## src/rtl/pme_wake_pkg.sv

```systemverilog
// Shared constants for the wake event aggregator.
// Assumes register offsets fit in an 8-bit address.
package pme_wake_pkg;
    localparam int unsigned STAT_BASE = 8'h08;  // status of group g at STAT_BASE+g
    localparam int unsigned CTRL_OFS  = 8'h0A;  // global wake enable, bit 0
    localparam int unsigned EN_BASE   = 8'h0B;  // enable of group g at EN_BASE+g
    localparam int unsigned CTRL_MASK = 1;      // writable bits of the control register
endpackage

```

## src/rtl/pme_wake_grp.sv

```systemverilog
// One source group: edge detection, sticky status with write-1-clear,
// and a per-source enable register. All state is in the standby domain.
// Assumes src_evt is already synchronous to clk.
module pme_wake_grp #(
    parameter int unsigned GW = 8
) (
    input  logic          clk,
    input  logic          rst_stby_n,
    input  logic [GW-1:0] src_evt,
    input  logic          stat_wr,
    input  logic          en_wr,
    input  logic [GW-1:0] wdata,
    output logic [GW-1:0] stat_q,
    output logic [GW-1:0] en_q,
    output logic          term
);
    logic [GW-1:0] prev_q;
    logic [GW-1:0] rise;
    logic [GW-1:0] clr_mask;

    assign rise     = src_evt & ~prev_q;
    assign clr_mask = stat_wr ? wdata : '0;
    assign term     = |(stat_q & en_q);

    // Remember last event level for edge detection.
    always_ff @(posedge clk) begin
        if (!rst_stby_n) prev_q <= '0;
        else             prev_q <= src_evt;
    end

    // Sticky status: new edges win over a same-cycle clear.
    always_ff @(posedge clk) begin
        if (!rst_stby_n) stat_q <= '0;
        else             stat_q <= (stat_q & ~clr_mask) | rise;
    end

    // Enable register, written whole.
    always_ff @(posedge clk) begin
        if (!rst_stby_n)  en_q <= '0;
        else if (en_wr)   en_q <= wdata;
    end

    // every rising edge shows up in status on the next cycle
    a_r2_rise_sets: assert property (@(posedge clk) disable iff (!rst_stby_n)
        (|rise) |=> ((stat_q & $past(rise)) == $past(rise)));

    // set bits not cleared by a write stay set
    a_r3_sticky: assert property (@(posedge clk) disable iff (!rst_stby_n)
        (|(stat_q & ~clr_mask)) |=> ((stat_q & $past(stat_q & ~clr_mask)) == $past(stat_q & ~clr_mask)));

    // enables move only on a write to them
    a_r5_en_hold: assert property (@(posedge clk) disable iff (!rst_stby_n)
        !en_wr |=> $stable(en_q));
endmodule

```

## src/rtl/pme_wake_drv.sv

```systemverilog
// Combines group requests, gates them with the global enable and
// registers the active-low wake output so it cannot glitch.
module pme_wake_drv #(
    parameter int unsigned NGRP = 2
) (
    input  logic            clk,
    input  logic            rst_stby_n,
    input  logic            glob_en,
    input  logic [NGRP-1:0] term,
    output logic            wake_n
);
    logic req;

    assign req = glob_en & (|term);

    // Registered, inverted wake request.
    always_ff @(posedge clk) begin
        if (!rst_stby_n) wake_n <= 1'b1;
        else             wake_n <= ~req;
    end

    // an active term under global enable pulls the line next cycle
    a_r1_assert: assert property (@(posedge clk) disable iff (!rst_stby_n)
        req |=> !wake_n);

    // without global enable or any term the line is released
    a_r8_release: assert property (@(posedge clk) disable iff (!rst_stby_n)
        !req |=> wake_n);
endmodule

```

## src/rtl/pme_wake_agg.sv

```systemverilog
// Wake event aggregator top: source groups, global enable, byte-wide
// register port with registered read data, and the shared wake output.
// Assumes single-cycle read/write strobes synchronous to clk.
module pme_wake_agg
    import pme_wake_pkg::*;
#(
    parameter int unsigned NGRP = 2,
    parameter int unsigned GW   = 8,
    parameter int unsigned AW   = 8
) (
    input  logic               clk,
    input  logic               rst_stby_n,
    input  logic               rst_main_n,
    input  logic [NGRP*GW-1:0] src_evt,
    input  logic [AW-1:0]      reg_addr,
    input  logic               reg_wr,
    input  logic               reg_rd,
    input  logic [GW-1:0]      reg_wdata,
    output logic [GW-1:0]      reg_rdata,
    output logic               wake_n
);
    localparam logic [AW-1:0] CTRL_A = AW'(CTRL_OFS);
    localparam logic [GW-1:0] CMASK  = GW'(CTRL_MASK);

    logic [GW-1:0]   stat_a [NGRP];
    logic [GW-1:0]   en_a   [NGRP];
    logic [NGRP-1:0] term;
    logic [NGRP-1:0] hit_stat;
    logic [NGRP-1:0] hit_en;
    logic [GW-1:0]   ctrl_q;
    logic [GW-1:0]   rmux;
    logic            hit_any;

    for (genvar g = 0; g < NGRP; g++) begin : g_grp
        assign hit_stat[g] = (reg_addr == AW'(STAT_BASE + g));
        assign hit_en[g]   = (reg_addr == AW'(EN_BASE + g));

        pme_wake_grp #(.GW(GW)) u_grp (
            .clk        (clk),
            .rst_stby_n (rst_stby_n),
            .src_evt    (src_evt[g*GW +: GW]),
            .stat_wr    (reg_wr & hit_stat[g]),
            .en_wr      (reg_wr & hit_en[g]),
            .wdata      (reg_wdata),
            .stat_q     (stat_a[g]),
            .en_q       (en_a[g]),
            .term       (term[g])
        );
    end

    // Global wake enable, standby domain; reserved bits stay zero.
    always_ff @(posedge clk) begin
        if (!rst_stby_n)                       ctrl_q <= '0;
        else if (reg_wr && reg_addr == CTRL_A) ctrl_q <= reg_wdata & CMASK;
    end

    // Read multiplexer over all implemented offsets.
    always_comb begin
        rmux    = '0;
        hit_any = (reg_addr == CTRL_A);
        if (reg_addr == CTRL_A) rmux = ctrl_q;
        for (int g = 0; g < NGRP; g++) begin
            if (hit_stat[g]) rmux = stat_a[g];
            if (hit_en[g])   rmux = en_a[g];
            hit_any = hit_any | hit_stat[g] | hit_en[g];
        end
    end

    // Read data register, main-power domain.
    always_ff @(posedge clk) begin
        if (!rst_main_n)  reg_rdata <= '0;
        else if (reg_rd)  reg_rdata <= rmux;
    end

    pme_wake_drv #(.NGRP(NGRP)) u_drv (
        .clk        (clk),
        .rst_stby_n (rst_stby_n),
        .glob_en    (ctrl_q[0]),
        .term       (term),
        .wake_n     (wake_n)
    );

    // reads of unimplemented offsets return zero
    a_r7_unimpl_zero: assert property (@(posedge clk) disable iff (!rst_main_n)
        (reg_rd && !hit_any) |=> (reg_rdata == '0));

    // read data holds while no read is issued
    a_r6_rdata_hold: assert property (@(posedge clk) disable iff (!rst_main_n)
        !reg_rd |=> $stable(reg_rdata));
endmodule

```

## config.mk

```make
export PLATFORM = sky130hd
export DESIGN_NAME = pme_wake_agg
export DESIGN_NICKNAME = d
export VERILOG_FILES = /design/src/rtl/pme_wake_pkg.sv /design/src/rtl/pme_wake_grp.sv /design/src/rtl/pme_wake_drv.sv /design/src/rtl/pme_wake_agg.sv
export SDC_FILE = /design/constraint.sdc
export NUM_CORES = 1
export LEC_CHECK = 0
export BUFFER_PORTS_ARGS = -buffer_cell sky130_fd_sc_hd__clkbuf_2
export CORE_MARGIN = 2
export CORE_UTILIZATION = 50
export CTS_BUF_LIST = sky130_fd_sc_hd__clkbuf_8
export CTS_CLUSTER_DIAMETER = 50
export DETAILED_ROUTE_END_ITERATION = 10
export PLACE_DENSITY = 0.73
export RECOVER_POWER = 25
export SYNTH_ARGS = -nofsm -noshare
export SYNTH_HDL_FRONTEND = slang
export SYNTH_SLANG_ARGS = --single-unit
export TNS_END_PERCENT = 100
```

## constraint.sdc

```tcl
create_clock -name clk -period 1.5 [get_ports clk]
set_input_delay 0.3 -clock clk [delete_from_list [all_inputs] [get_ports clk]]
set_output_delay 0.3 -clock clk [all_outputs]
set_load 0.005 [all_outputs]
```

==> qor.yml <==
status: "completed"
finalCriticalPeriod_ns: 1.22
fin_ws_ns: 0.285
final_max_slew_viol_count: 0
top_layer: "met4"
syn-mean-instance-area_sq_um: 10.6
grt-ovfl-total: 0
cts_buffers: 9
finish.instance_area_sq_mm: 0.00304
regToRegStartpoint: "ctrl_q[0]"
nets: 332
drive_above_1_share_pct: 29.4
hold_start: "src_evt[10]"
dp_slack_ns: -0.0100
crit_arrival_ns: 1.43
hold_viol: 0
wl_um: 5050
yosysUniqueCellTypes: 30
fin_tns_setup_ns: 0
crit_slowest_cell: "nor4b_4"
fin_skew_ns: 0.00626
syn_nets: 275
die_x_um: 75.0
vias: 1885
setup_viol: 0
cts_max_level: 3
wl_met1_um: 2420
required_ns: 1.72
clock_latency_ns: 0.33
first_iter_violations: 100
hold_buffers: 0
cts_tree: "yes"
avgRoutedWirePerCell_um: 13.8
finalCritPeriodShare_pct: 81.0
grt_start_max_net_pins: 39
p_leak_nw: 1.34
min_path_type: "in2reg"
rows: 25
ys_seq_area_share_pct: 46.1
start_util_pct: 52.6
dpl_cell_area_sq_mm: 0.00287
rsz0062_at_grt: "false"
ys_seq_elements: 58
total_power_mw: 3.27
track_usage_pct: 20.4
core-area_sq_mm: 0.00479
cp-start-kind: "primary input"
cp-end-kind: "flip-flop"
crit_start: "reg_addr[7]"
max_slew_margin_pct: 63.3
dr.pass1.iters: 4
crit_type: "in2reg"
ios: 46
grt_first_pass_wirelength_um: 8470
clock_sinks: 58
antenna_found_initial: 0
ctsResizeCount: 0
path_clk_slew_ns: 0.06
design.die.area_sq_mm: 0.00562
viasPerCell: 5.15
yosys_warnings: 0
die_h_um: 75.0
grt_pass1_vias: 1838
syn2layout_area_growth_pct: 20.6
p_per_area_mw_per_mm2: 1080
io_buffer_count: 45
cap_violations: 0
cts_max_path_buffers: 2
finalWeightedCongestion: 0.793
cts_setup_buffers: 0
peakVddDrop_mv: 0.675
ant_nets: 0
path_cells: "clkbuf_2, nor4b_4, nand4b_1, buf_4, o21ai_0, a21boi_0"
crit_fanout: 8
wl_met2_um: 2300
syn-instance-count: 238
drc: 0
dp_hpwl_um: 3710
clockRootBuffer: "clkbuf_8"
worst_pin_slew_ns: 0.551
syn_area_sq_mm: 0.00252
slowest_delay_ns: 0.41
wl_met3_um: 227
max_freq_ghz: 0.823
diodes: 0
==> critical path: cells and delay by family <==
family	cells	cell delay, ns
AND/OR/NAND/NOR	2	0.56
buffers and inverters	2	0.30
AO/OA/AOI/OAI	2	0.27
==> cells in the mapped netlist (all sizes together) <==
cell type | n | area (sq um)
and3b | 1 | 8.76
nor3b | 1 | 12.5
mux2i | 24 | 240
a21boi | 17 | 128
nand3 | 4 | 25.0
mux4 | 1 | 22.5
and3 | 1 | 6.26
o21ai | 23 | 115
nand2b | 16 | 100
dfxtp | 58 | 1160
nand4b | 2 | 17.5
and4bb | 1 | 12.5
a31oi | 1 | 6.26
a22oi | 7 | 87.6
buf | 6 | 55.1
nor2 | 2 | 7.51
nor4b | 1 | 23.8
clkbuf | 5 | 18.8
o2bb2ai | 7 | 61.3
and2 | 17 | 106
a221oi | 4 | 35.0
nor2b | 18 | 113
inv | 8 | 30.0
nand4 | 2 | 27.5
a21oi | 7 | 61.3
a22o | 4 | 35.0
==> report_power, final <==
group / total [mW] / switching [mW] / internal [mW]
Sequential: 1.64 / 0.0352 / 1.61
Combinational: 0.264 / 0.132 / 0.132
Clock: 1.36 / 0.580 / 0.784
Total: 3.27 / 0.748 / 2.52
==> state kept, by name, summed over array words and instances (netlist names) <==
register and flops:
g_grp.u_grp.prev_q 16, g_grp.u_grp.en_q 16, ctrl_q 1, u_drv.wake_n 1, reg_rdata 8, g_grp.u_grp.stat_q 16
==> layout by cell type (no fill, tap or decap), drive strengths merged, types with 4 or more instances in the layout <==
cell	netlist	final
dfxtp	58	58
clkbuf	5	56
mux2i	24	24
o21ai	23	23
nor2b	18	18
a21boi	17	17
and2	17	17
nand2b	16	16
buf	6	11
inv	8	10
o2bb2ai	7	7
a22oi	7	7
a21oi	7	7
a22o	4	4
a221oi	4	4
nand3	4	4
==> layout make-up <==
type / instances / area [sq um]
clock buffer: 10 / 138
clock inverter: 5 / 47.5
fill: 420 / 1750
inverter: 8 / 30.0
multi-input combinational: 161 / 1250
sequential: 58 / 1160
tap: 67 / 83.8
timing repair buffer: 57 / 324
==> per-layer routing <==
metal  vias up  global-route usage, %
li1        962                      -
met1       865                   26.5
met2        46                   32.3
met3        12                   4.55
met4         0                   9.52
met5         -                      0
==> final timing paths <==
check                                   to  slack, ns  cells after the start
setup reg to reg              reg_rdata[0]       0.31                      3
hold reg to reg               u_drv.wake_n       0.45                      1
hold / removal    g_grp[1].u_grp.prev_q[2]       0.18                      2
setup / recovery  g_grp[1].u_grp.stat_q[5]       0.28                      6
==> stage by stage <==
step / instances / util, % / hold slack (ns)
2_1_floorplan: 238 / - / 0.377
3_3_place_gp: 351 / 59.9 / 0.410
3_5_place_dp: 351 / 59.9 / 0.428
4_1_cts: 366 / 63.8 / 0.175
5_1_grt: 366 / 63.5 / 0.177
6_report: 366 / 63.5 / 0.180
==> logic make-up (layout without fill, tap and decap cells) <==
family / after synthesis / count (layout) / share of synthesized area [%]
flip-flops: 58 / 58 / 46.1
AND/OR/NAND/NOR: 66 / 66 / 18.3
AO/OA/AOI/OAI: 70 / 70 / 21.0
buffers and inverters: 19 / 80 / 4.13
multiplexers: 25 / 25 / 10.4
Power figures use the tool's default switching activity.
